File: config.mk
export PLATFORM = sky130hd
export DESIGN_NAME = adc_acq_ctrl
export DESIGN_NICKNAME = d
export VERILOG_FILES = /design/src/rtl/adc_acq_ctrl.sv
export SDC_FILE = /design/constraint.sdc
export NUM_CORES = 1
export LEC_CHECK = 0
export ABC_AREA = 0
export BUFFER_PORTS_ARGS = -buffer_cell sky130_fd_sc_hd__buf_2
export CAP_MARGIN = 25
export CORE_ASPECT_RATIO = 0.8
export CORE_UTILIZATION = 51
export DETAILED_ROUTE_END_ITERATION = 6
export HOLD_SLACK_MARGIN = 0.03
export PLACE_DENSITY = 0.81
export REMOVE_ABC_BUFFERS = 1
export SYNTH_ARGS = -nofsm -noshare
export SYNTH_HDL_FRONTEND = slang
export SYNTH_SLANG_ARGS = --single-unit
File: constraint.sdc
create_clock -name clk -period 3.3 [get_ports clk]
set_input_delay 0.495 -clock clk [delete_from_list [all_inputs] [get_ports clk]]
set_output_delay 0.495 -clock clk [all_outputs]
set_load 0.02 [all_outputs]
File: src/rtl/adc_acq_ctrl.sv
module adc_acq_ctrl #(
  parameter int SAMPLE_W = 12,
  parameter int CHAN_W   = 4,
  parameter int ADDR_W   = 4,
  parameter int IRQ_N    = 8,
  parameter logic [ADDR_W-1:0] A_DLO  = 4'd0,
  parameter logic [ADDR_W-1:0] A_DHI  = 4'd1,
  parameter logic [ADDR_W-1:0] A_STAT = 4'd8,
  parameter logic [ADDR_W-1:0] A_CTRL = 4'd9
) (
  input  logic                clk,
  input  logic                rst_n,
  input  logic                bus_wr,
  input  logic [ADDR_W-1:0]   bus_addr,
  input  logic [7:0]          bus_wdata,
  output logic [7:0]          bus_rdata,
  input  logic                ext_trig,
  input  logic                pacer_tick,
  input  logic                se_mode,
  output logic                adc_start,
  input  logic                adc_done,
  input  logic [SAMPLE_W-1:0] adc_sample,
  input  logic [CHAN_W-1:0]   adc_chan,
  output logic                dma_req,
  input  logic                dma_ack,
  output logic [IRQ_N-1:0]    irq_out
);

  localparam int WORD_W = SAMPLE_W + CHAN_W;
  localparam int MIN_LINE = 2;

  logic [7:0]        ctrl;
  logic [WORD_W-1:0] result;
  logic              busy, drdy, irq_pend;

  wire [1:0] trig_sel = ctrl[1:0];
  wire       irq_en   = ctrl[7];
  wire       dma_en   = ctrl[2];
  wire [2:0] irq_line = ctrl[6:4];

  wire wr_dlo  = bus_wr && (bus_addr == A_DLO);
  wire wr_stat = bus_wr && (bus_addr == A_STAT);
  wire wr_ctrl = bus_wr && (bus_addr == A_CTRL);

  wire trig = (trig_sel == 2'b00 && wr_dlo)
           || (trig_sel == 2'b10 && ext_trig)
           || (trig_sel == 2'b11 && pacer_tick);
  wire launch = trig && !busy;
  wire fin    = adc_done && busy;

  always_ff @(posedge clk) begin
    if (!rst_n) begin
      ctrl      <= '0;
      result    <= '0;
      busy      <= 1'b0;
      drdy      <= 1'b0;
      irq_pend  <= 1'b0;
      dma_req   <= 1'b0;
      adc_start <= 1'b0;
    end else begin
      if (wr_ctrl) ctrl <= bus_wdata;
      adc_start <= launch;

      if (launch)   busy <= 1'b1;
      else if (fin) busy <= 1'b0;

      if (fin) result <= {adc_sample, adc_chan};

      if (fin)          drdy <= 1'b1;
      else if (wr_stat) drdy <= 1'b0;

      if (fin && irq_en)                                 irq_pend <= 1'b1;
      else if (wr_stat || (wr_ctrl && !bus_wdata[7]))    irq_pend <= 1'b0;

      if (fin && dma_en)                                 dma_req <= 1'b1;
      else if (dma_ack || (wr_ctrl && !bus_wdata[2]))    dma_req <= 1'b0;
    end
  end

  generate
    for (genvar g = 0; g < IRQ_N; g++) begin : g_irq
      if (g < MIN_LINE) begin : g_none
        assign irq_out[g] = 1'b0;
      end else begin : g_line
        assign irq_out[g] = irq_en && irq_pend && (irq_line == 3'(g));
      end
    end
  endgenerate

  always_comb begin
    case (bus_addr)
      A_DLO:   bus_rdata = result[7:0];
      A_DHI:   bus_rdata = result[15:8];
      A_STAT:  bus_rdata = {2'b00, se_mode, drdy, 4'b0000};
      A_CTRL:  bus_rdata = ctrl;
      default: bus_rdata = 8'h00;
    endcase
  end

endmodule

==> impl_metrics.tcl, run 1 <==
set metrics [dict create \
    cp_data_required_time_ps 2800 \
    layout.nets 253 \
    worstPathArrival_ps 1750 \
    routed_wire_length_per_instance_um 13.9 \
    regToRegStartpoint "busy" \
    r2r_cells 3 \
    antennaDiodeCount 0 \
    drive_gt1_share_pct 28.0 \
    synth_seq_area_share_pct 42.6 \
    critical_path.most_common_cell "buf_2" \
    maxSlewHeadroom_pct 58.2 \
    detailedRoute.firstIterationViolations 143 \
    hold_start "dma_ack" \
    timing.final.crit_share_pct 68.0 \
    critical_path.top_delay_family "simple AND/OR/NAND/NOR gates" \
    netlist_instances 169 \
    detailed_placement_hpwl_um 2530 \
    run_status "completed" \
    reg2reg_to "result[0]" \
    worst_setup_hold_path_clk_slew_ps 80 \
    number_of_clock_buffers_inserted_by_tritoncts 5 \
    die_height_um 48.3 \
    wire_length_after_detailed_routing_um 3540 \
    timing.final.ws_setup_ps 1060 \
    cts-resized-gates 0 \
    core_area_um2 2480 \
    timing_worst_setup_path_type "in2out" \
    tritoncts "done" \
    fmax_mhz 446 \
    postSynth.asyncResetShare_pct 0 \
    finish.cell_count_without_fillers 254 \
    grt_start_max_net_pins 26 \
    clk_sink_count 29 \
    drt_pass1_iterations 5 \
    setup_viol 0 \
    post_synth_instance_area_um2 1360 \
    synth.lib_cells_used.distinct 31 \
    area.sequential_um2 581 \
    reg2reg_slack_ps 2040 \
    pwr_density_cell_nw_per_um2 374 \
    crit_path_end_kind "output port" \
    via_per_inst 5.62 \
    max-clock-path-buffers 2 \
    die_footprint_um2 2890 \
    global_route.usage.total_pct 27.2 \
    grt_pass1_vias 1243 \
    placed_cells 246 \
    cts.hold.buffers_added 0 \
    placement.io_buffers 51 \
    initial_utilization_pct 54.9 \
    critical_path.n_buffers_inverters 3 \
    hold_path_end "dma_req" \
    grt-ovfl-total 0 \
    top_cell_type_s_share_of_synthesized_area_pct 42.6 \
    slowest_delay_ps 620 \
    hold_path_depth 2 \
    setup_tns_ps 0 \
    p_leak_nw 0.691 \
    cts-root-buf "clkbuf_4" \
    floorplan.io_pins 54 \
    preCtsSetupSlack_ps 1070 \
    synth_most_common_cell "nand2_1" \
    antenna_found_initial 0 \
    setup.worst_path.start_class "input pin" \
    worst_ir_drop_vdd_uv 246 \
    layout.filler_cells 243 \
    maxSlewViolCount 0 \
    multi_input_comb_area_um2 683 \
    ys_ff_latch 29 \
    die_w_um 59.8 \
    yosysWarnings 0 \
    crit_chain "buf_2, nor4_4, a222oi_1, inv_1, buf_2" \
    tightest_slew_ps 622 \
    clkLatencyLatePin_ps 330 \
    timing.final.hold_violations 0 \
    fin_skew_ps 3.21 \
    post_synth_top_flop "dfxtp_1" \
    finalWeightedCongestion 0.823 \
    grt_pass1_wl_um 5380 \
    synth-edff-count 0 \
    placementRows 16 \
    cts_max_level 2 \
    critPathMaxFanout 9 \
    timing.hold.worst.class "in2reg" \
    synth_commonest_cells "nand2_1, dfxtp_1, a21oi_1, nand3_1" \
    route.detailed.drc 0 \
    critical_path.slowest_cell "nor4_4" \
    maxCapViolations 0 \
    synth_to_layout_area_growth_pct 21.3 \
    post_cts.repair.setup_buffers 0 \
    ys_top_cells_by_area "dfxtp_1, nand2_1, a21oi_1" \
    min_period_ps 2240 \
    ant_nets 0 \
    syn_area_per_cell_um2 8.07 \
    via_count 1428 \
    unrepaired_setup_endpoints_after_global_routing "no" \
    synth_largest_area_cell "dfxtp_1" \
]
kinds of logic (layout without fill, tap and decap cells):
family	Yosys count	count (layout)	share of synthesized area, %
other	1	2	0.275
buffers and inverters	21	69	7.61
and+or+nand+nor	68	68	26.0
DFF	29	29	42.6
AOI/OAI and AO/OA	48	48	22.1
muxes	2	2	1.47
worst reg2reg max path: cells and delay by family, from the launching register on:
kind	cells	cell delay, ps
flip-flops	1	390
AND/OR/NAND/NOR	2	640
AO/OA/AOI/OAI	1	160
registers in the layout, indices dropped and copies added, names as in the netlist:
signal and cells:
irq_pend 1, ctrl 8, busy 1, result 16, drdy 1, dma_req 1
adc_start 1
power breakdown:
group          internal, mW  switching (mW)  total, mW
sequential            0.353         0.00285      0.356
clock                0.0847           0.117      0.202
combinational        0.0246          0.0358     0.0605
layer usage:
metal	GRT usage [%]	wire (um)	part of all wire [%]
met1	30.7	1490	42
met2	46.7	1730	49
met3	8.22	242	6.8
met4	16.7	68	1.9
met5	0	0	0
area by class of cell:
type | count | area share [%]
sequential | 29 | 35.1
timing repair buffer | 52 | 15.9
inverter | 9 | 2.04
multi-input combinational | 120 | 41.3
tap | 36 | 2.72
clock buffer | 8 | 2.95
how the worst max path moves through the flow:
stage                startpoint            to  slack, ps  cells past startpoint
floorplan           bus_addr[1]  bus_rdata[0]       1530                      3
global placement    bus_addr[1]  bus_rdata[0]       1080                      5
detailed placement  bus_addr[1]  bus_rdata[7]       1070                      5
CTS                 bus_addr[1]  bus_rdata[7]       1070                      5
global route        bus_addr[1]  bus_rdata[7]        970                      5
finish              bus_addr[1]  bus_rdata[7]       1060                      5
per-stage QoR:
stage               util, %  total power, mW  cell area [um2]  hold slack, ps
floorplan                 -            0.386             1300             436
global placement       64.7            0.421             1610             441
detailed placement     64.7            0.424             1610             447
CTS                    66.6            0.621             1650             337
global route           66.6            0.642             1650             334
finish                 66.6            0.619             1650             340
layout by cell type, fill, tap and decap left out, types with 2 or more instances in the layout:
master / instances
o31ai_1: 2
nand2_1: 38
nand3_1: 10
nor3_1: 6
inv_1: 8
o22ai_1: 2
dfxtp_1: 29
a21oi_1: 25
nor3b_1: 2
nor2_1: 4
mux2i_1: 2
a221o_1: 2
conb_1: 2
a222oi_1: 6
o21ai_0: 8
clkbuf_1: 3
buf_2: 51
clkbuf_4: 5
Power figures use the tool's default switching activity.
==> inputs of run 2 (changes only) <==
--- a/config.mk
+++ b/config.mk
@@ -9,10 +9,10 @@
 export BUFFER_PORTS_ARGS = -buffer_cell sky130_fd_sc_hd__buf_2
 export CAP_MARGIN = 25
 export CORE_ASPECT_RATIO = 0.8
-export CORE_UTILIZATION = 51
+export CORE_UTILIZATION = 47
 export DETAILED_ROUTE_END_ITERATION = 6
 export HOLD_SLACK_MARGIN = 0.03
-export PLACE_DENSITY = 0.81
+export PLACE_DENSITY = 0.76
 export REMOVE_ABC_BUFFERS = 1
 export SYNTH_ARGS = -nofsm -noshare
 export SYNTH_HDL_FRONTEND = slang
==> constraint.sdc (replaced) <==
create_clock -name clk -period 2.2 [get_ports clk]
set_input_delay 0.33 -clock clk [delete_from_list [all_inputs] [get_ports clk]]
set_output_delay 0.33 -clock clk [all_outputs]
set_load 0.02 [all_outputs]
==> impl_metrics.tcl, run 2 (same netlist as run 1, synthesis figures left out) <==
set metrics [dict create \
    post_cts.repair.setup_buffers 0 \
    unrepaired_setup_endpoints_after_global_routing "no" \
    via_per_inst 5.44 \
    largest_registers_in_the_final_layout "result (16), ctrl (8)" \
    crit_path_end_kind "output port" \
    antenna_found_initial 0 \
    min_period_ps 1780 \
    comb_pwr_share_pct 9.8 \
    floorplan.io_pins 54 \
    wire_length_after_detailed_routing_um 3470 \
    setup.worst_path.start_class "input pin" \
    r2r_cells 3 \
    number_of_clock_buffers_inserted_by_tritoncts 5 \
    clk_sink_count 29 \
    maxSlewHeadroom_pct 59.9 \
    timing.final.hold_violations 0 \
    placementRows 17 \
    timing.final.crit_share_pct 80.8 \
    cp_data_required_time_ps 1870 \
    worst_ir_drop_vdd_uv 321 \
    detailed_placement_hpwl_um 2440 \
    top_register "result" \
    crit_chain "buf_2, nor4b_4, a222oi_1, inv_1, buf_2" \
    slowest_delay_ps 540 \
    setup_viol 0 \
    timing_worst_setup_path_type "in2out" \
    mostFrequentLayoutCell "buf_2" \
    run_status "completed" \
    grt_start_max_net_pins 26 \
    layout.nets 254 \
    tritoncts "done" \
    critical_path.endpoint "bus_rdata[6]" \
    maxSlewViolCount 0 \
    worst_setup_hold_path_clk_slew_ps 80 \
    ant_nets 0 \
    tightest_slew_ps 602 \
    die_w_um 62.2 \
    setup_tns_ps 0 \
    global_route.usage.total_pct 24.6 \
    reg2reg_to "result[9]" \
    maxCapViolations 0 \
    share_clk_of_total_power_pct 32.6 \
    critPathMaxFanout 8 \
    max-clock-path-buffers 2 \
    p_seq_share_pct 57.6 \
    reg2reg_slack_ps 950 \
    via_count 1399 \
    swShare_pct 25.1 \
    cts-resized-gates 0 \
    p_sw_mw 0.232 \
    worstPathArrival_ps 1450 \
    crit_start "bus_addr[1]" \
    timing.hold.worst.class "in2reg" \
    routed_wire_length_per_instance_um 13.5 \
    critical_path.slowest_cell "nor4b_4" \
    number_of_flip_flops_in_the_largest_register 16 \
    grt_pass1_vias 1324 \
    critical_path.top_delay_family "simple AND/OR/NAND/NOR gates" \
    fmax_mhz 562 \
    drt_pass1_iterations 5 \
    die_height_um 50.2 \
    route.detailed.drc 0 \
    layout.cells.most_common_list "buf_2, nand2_1, dfxtp_1" \
    drive_gt1_share_pct 28.3 \
    pwr_density_cell_nw_per_um2 557 \
    initial_utilization_pct 49.3 \
    cts_max_level 2 \
    cts-root-buf "clkbuf_4" \
    detailedRoute.firstIterationViolations 140 \
    antennaDiodeCount 0 \
    post-layout-total-power_mw 0.927 \
    synth_to_layout_area_growth_pct 22.0 \
    critical_path.n_buffers_inverters 3 \
    core_area_um2 2770 \
    finalWeightedCongestion 0.801 \
    p_leak_nw 0.697 \
    critical_path.most_common_cell "buf_2" \
    die_footprint_um2 3120 \
    timing.critical_path.depth 5 \
    fin_skew_ps 3.77 \
    placement.io_buffers 51 \
    cts.hold.buffers_added 0 \
    regToRegStartpoint "busy" \
    grt-ovfl-total 0 \
    clkLatencyLatePin_ps 320 \
    grt_pass1_wl_um 5780 \
    p_int_mw 0.694 \
]
## run 2: area by class of cell
class | instances | area, um2
fillers | 267 | 1100
multi-input cells | 120 | 683
flip-flops and latches | 29 | 581
repair buffers | 53 | 270
clock buffers | 8 | 48.8
well taps | 38 | 47.5
inverters | 9 | 33.8
## run 2: metal layers
layer / track usage, % / wire, um / vias to the layer above / part of all wire [%]
met2: 41.6 / 1640 / 63 / 47
met5: 0 / 0 / - / 0
met4: 9.30 / 16 / 0 / 0.46
li1: - / - / 696 / -
met3: 8.86 / 320 / 2 / 9.2
met1: 28.9 / 1490 / 638 / 43
## run 2: power groups by stage
| stage | registers [mW] | logic (mW) | clock network (mW) |
|---|---|---|---|
| after floorplan | 0.545 | 0.0333 | 0 |
| after detailed placement | 0.546 | 0.0907 | 0 |
| after CTS | 0.534 | 0.0910 | 0.309 |
| after global placement | 0.546 | 0.0878 | 0 |
| after global routing | 0.535 | 0.0995 | 0.340 |
| final | 0.534 | 0.0909 | 0.302 |
## run 2: per-stage QoR
stage / cells / area (um2) / hold WS, ps / setup WS [ps] / util (%)
3_5_place_dp: 249 / 1620 / 449 / 427 / 58.4
2_1_floorplan: 158 / 1300 / 424 / 762 / -
3_3_place_gp: 249 / 1620 / 442 / 414 / 58.4
4_1_cts: 257 / 1660 / 171 / 421 / 60.2
6_report: 257 / 1660 / 185 / 422 / 60.2
5_1_grt: 257 / 1660 / 157 / 327 / 60.2
## run 2: worst min-delay path by stage
stage                   start   endpoint  depth (start not counted)  slack, ps
finish                dma_ack    dma_req                          2        180
global route          dma_ack    dma_req                          2        160
CTS                   dma_ack    dma_req                          2        170
detailed placement  result[0]  result[0]                          2        450
global placement    result[9]  result[9]                          2        440
floorplan            adc_done       busy                          1        420
## run 2: worst register-to-register path, cell delays in order (launching register included)
cell and delay, ps:
dfxtp_1 370, and2_1 530, nand2_1 120, a21oi_1 160
==> inputs of run 3 (changes only) <==
--- a/config.mk
+++ b/config.mk
@@ -5,14 +5,14 @@
 export SDC_FILE = /design/constraint.sdc
 export NUM_CORES = 1
 export LEC_CHECK = 0
-export ABC_AREA = 0
+export ABC_AREA = 1
 export BUFFER_PORTS_ARGS = -buffer_cell sky130_fd_sc_hd__buf_2
 export CAP_MARGIN = 25
 export CORE_ASPECT_RATIO = 0.8
-export CORE_UTILIZATION = 47
+export CORE_UTILIZATION = 43
 export DETAILED_ROUTE_END_ITERATION = 6
 export HOLD_SLACK_MARGIN = 0.03
-export PLACE_DENSITY = 0.76
+export PLACE_DENSITY = 0.73
 export REMOVE_ABC_BUFFERS = 1
 export SYNTH_ARGS = -nofsm -noshare
 export SYNTH_HDL_FRONTEND = slang
==> constraint.sdc (replaced) <==
create_clock -name clk -period 1.5 [get_ports clk]
set_input_delay 0.225 -clock clk [delete_from_list [all_inputs] [get_ports clk]]
set_output_delay 0.225 -clock clk [all_outputs]
set_load 0.02 [all_outputs]
==> impl_metrics.tcl, run 3 <==
set metrics [dict create \
    preCtsSetupSlack_ps 105 \
    unrepaired_setup_endpoints_after_global_routing "no" \
    cts-root-buf "clkbuf_8" \
    timing.final.crit_share_pct 93.1 \
    grt_pass1_vias 1250 \
    global_route.usage.total_pct 20.9 \
    synth_largest_area_cell "dfxtp_1" \
    postSynth.asyncResetShare_pct 0 \
    critPathMaxFanout 8 \
    number_of_flip_flops_in_the_largest_register 16 \
    multi_input_comb_area_um2 649 \
    via_count 1396 \
    maxCapViolations 0 \
    post_cts.repair.setup_buffers 0 \
    ant_nets 0 \
    antenna_found_initial 0 \
    timing_worst_setup_path_type "in2out" \
    critical_path.n_buffers_inverters 5 \
    met3_length_um 229 \
    layout.cells.most_common_list "buf_2, nor2_1, nand2_1" \
    crit_chain "buf_2, inv_1, nand2_1, inv_1, nand2_1, inv_1, nand2_1, o211ai_1, buf_2" \
    die_height_um 52.0 \
    initial_utilization_pct 47.1 \
    setup.worst_path.start_class "input pin" \
    die_footprint_um2 3350 \
    core_area_um2 2850 \
    placement.io_buffers 51 \
    min_period_ps 1400 \
    p_leak_nw 0.759 \
    cp_data_required_time_ps 1270 \
    max-clock-path-buffers 2 \
    post_synth_top_flop "dfxtp_1" \
    synth.lib_cells_used.distinct 22 \
    ys_top_cells_by_area "dfxtp_1, nor2_1, nand2_1" \
    detailed_placement_hpwl_um 2270 \
    worst_setup_hold_path_clk_slew_ps 60 \
    clk_sink_count 29 \
    maxSlewViolCount 0 \
    crit_path_end_kind "output port" \
    post_synth_instance_area_um2 1340 \
    yosysWarnings 0 \
    cts_max_level 2 \
    timing.hold.worst.class "in2reg" \
    netlist_instances 192 \
    grt_start_max_net_pins 27 \
    clkLatencyLatePin_ps 270 \
    largest_registers_in_the_final_layout "result (16), ctrl (8)" \
    route.detailed.drc 0 \
    route.met2.wl_um 1440 \
    setup_viol 0 \
    fmax_mhz 716 \
    top_cell_type_s_share_of_synthesized_area_pct 43.2 \
    drt-met1-wl_um 1500 \
    floorplan.io_pins 54 \
    synth_to_layout_area_growth_pct 28.1 \
    die_w_um 64.5 \
    worst_ir_drop_vdd_uv 607 \
    run_status "completed" \
    pwr_density_cell_nw_per_um2 909 \
    critical_path.slowest_cell "inv_1" \
    tritoncts "done" \
    wire_length_after_detailed_routing_um 3200 \
    cts.hold.buffers_added 0 \
    grt-ovfl-total 0 \
    top_register "result" \
    via_per_inst 4.90 \
    ys_ff_latch 29 \
    slowest_delay_ps 210 \
    layout.filler_cells 301 \
    routed_wire_length_per_instance_um 11.2 \
    highest_layer "met4" \
    setup_tns_ps 0 \
    synth_most_common_cell "nor2_1" \
    number_of_clock_buffers_inserted_by_tritoncts 5 \
    area.sequential_um2 581 \
    critical_path.top_delay_family "buffers and inverters" \
    worstPathArrival_ps 1170 \
    detailedRoute.firstIterationViolations 71 \
    timing.final.hold_violations 0 \
    timing.final.ws_setup_ps 104 \
    antennaDiodeCount 0 \
    synth_commonest_cells "nor2_1, nand2_1, dfxtp_1, o21ai_0, inv_1" \
    placementRows 17 \
    synth-edff-count 0 \
    synth_seq_area_share_pct 43.2 \
    drt_pass1_iterations 4 \
    drive_gt1_share_pct 27.5 \
    finalWeightedCongestion 0.759 \
    layout.nets 283 \
    grt_pass1_wl_um 5230 \
    mostFrequentLayoutCell "buf_2" \
    fin_skew_ps 1.44 \
    syn_area_per_cell_um2 6.99 \
]
-- run 3: changes by cell type after synthesis, sizes merged, moves of 3 or more --
cell	delta
a21oi	-15
a222oi	-6
buf	-4
inv	+11
nand2	-7
nand3	+4
nand4	+3
nor2	+37
o211ai	+6
o21ai	+14
-- run 3: path summary, 6_finish.rpt --
kind / start / to / slack (ps) / cells after the start
setup / recovery: bus_addr[1] / bus_rdata[6] / 100 / 9
hold / removal: adc_chan[3] / result[3] / 200 / 3
setup reg to reg: busy / irq_pend / 540 / 4
hold reg to reg: drdy / drdy / 460 / 2
-- run 3: per-layer routing --
metal	vias to the layer above	GRT usage, %
met1	607	25.1
met3	3	5.70
met2	55	36.0
li1	731	-
met4	0	7.41
met5	-	0
-- run 3: stage by stage --
stage	cell area [um2]	util [%]	power [mW]	instances	hold WS (ps)
3_3_place_gp	1630	57.2	0.957	278	447
3_5_place_dp	1630	57.2	0.960	278	454
5_1_grt	1720	60.4	1.64	285	230
4_1_cts	1720	60.2	1.58	285	198
2_1_floorplan	1300	-	0.878	185	336
6_report	1720	60.4	1.56	285	200
-- run 3: where the power goes --
group          switching (mW)  total [mW]  internal [mW]
registers             0.00858       0.795          0.787
clock network           0.257       0.620          0.363
logic                  0.0855       0.148         0.0628
total                   0.351        1.56           1.21
-- run 3: logic make-up after synthesis --
family | Yosys count | synth area share [%]
other cells | 1 | 0.279
compound gates | 39 | 16.2
flops | 29 | 43.2
simple gates | 96 | 31.2
buf+inv | 27 | 9.04
-- run 3: final cells by class --
cell class | instances | area share, %
Sequential cell | 29 | 33.7
Timing Repair Buffer | 55 | 16.6
Tap cell | 38 | 2.76
Inverter | 19 | 4.15
Clock buffer | 7 | 5.02
Multi-Input combinational cell | 137 | 37.7
-- run 3: tightest hold or removal path, delay by kind of cell --
family,cells,cell delay (ps)
buffers and inverters,1,70
AOI/OAI and AO/OA,1,70
and+or+nand+nor,1,70
-- run 3: repair_timing --
action,CTS,global route
endpoints found under the setup margin,0,2
endpoints found under the hold margin,0,0
resized for setup,0,1
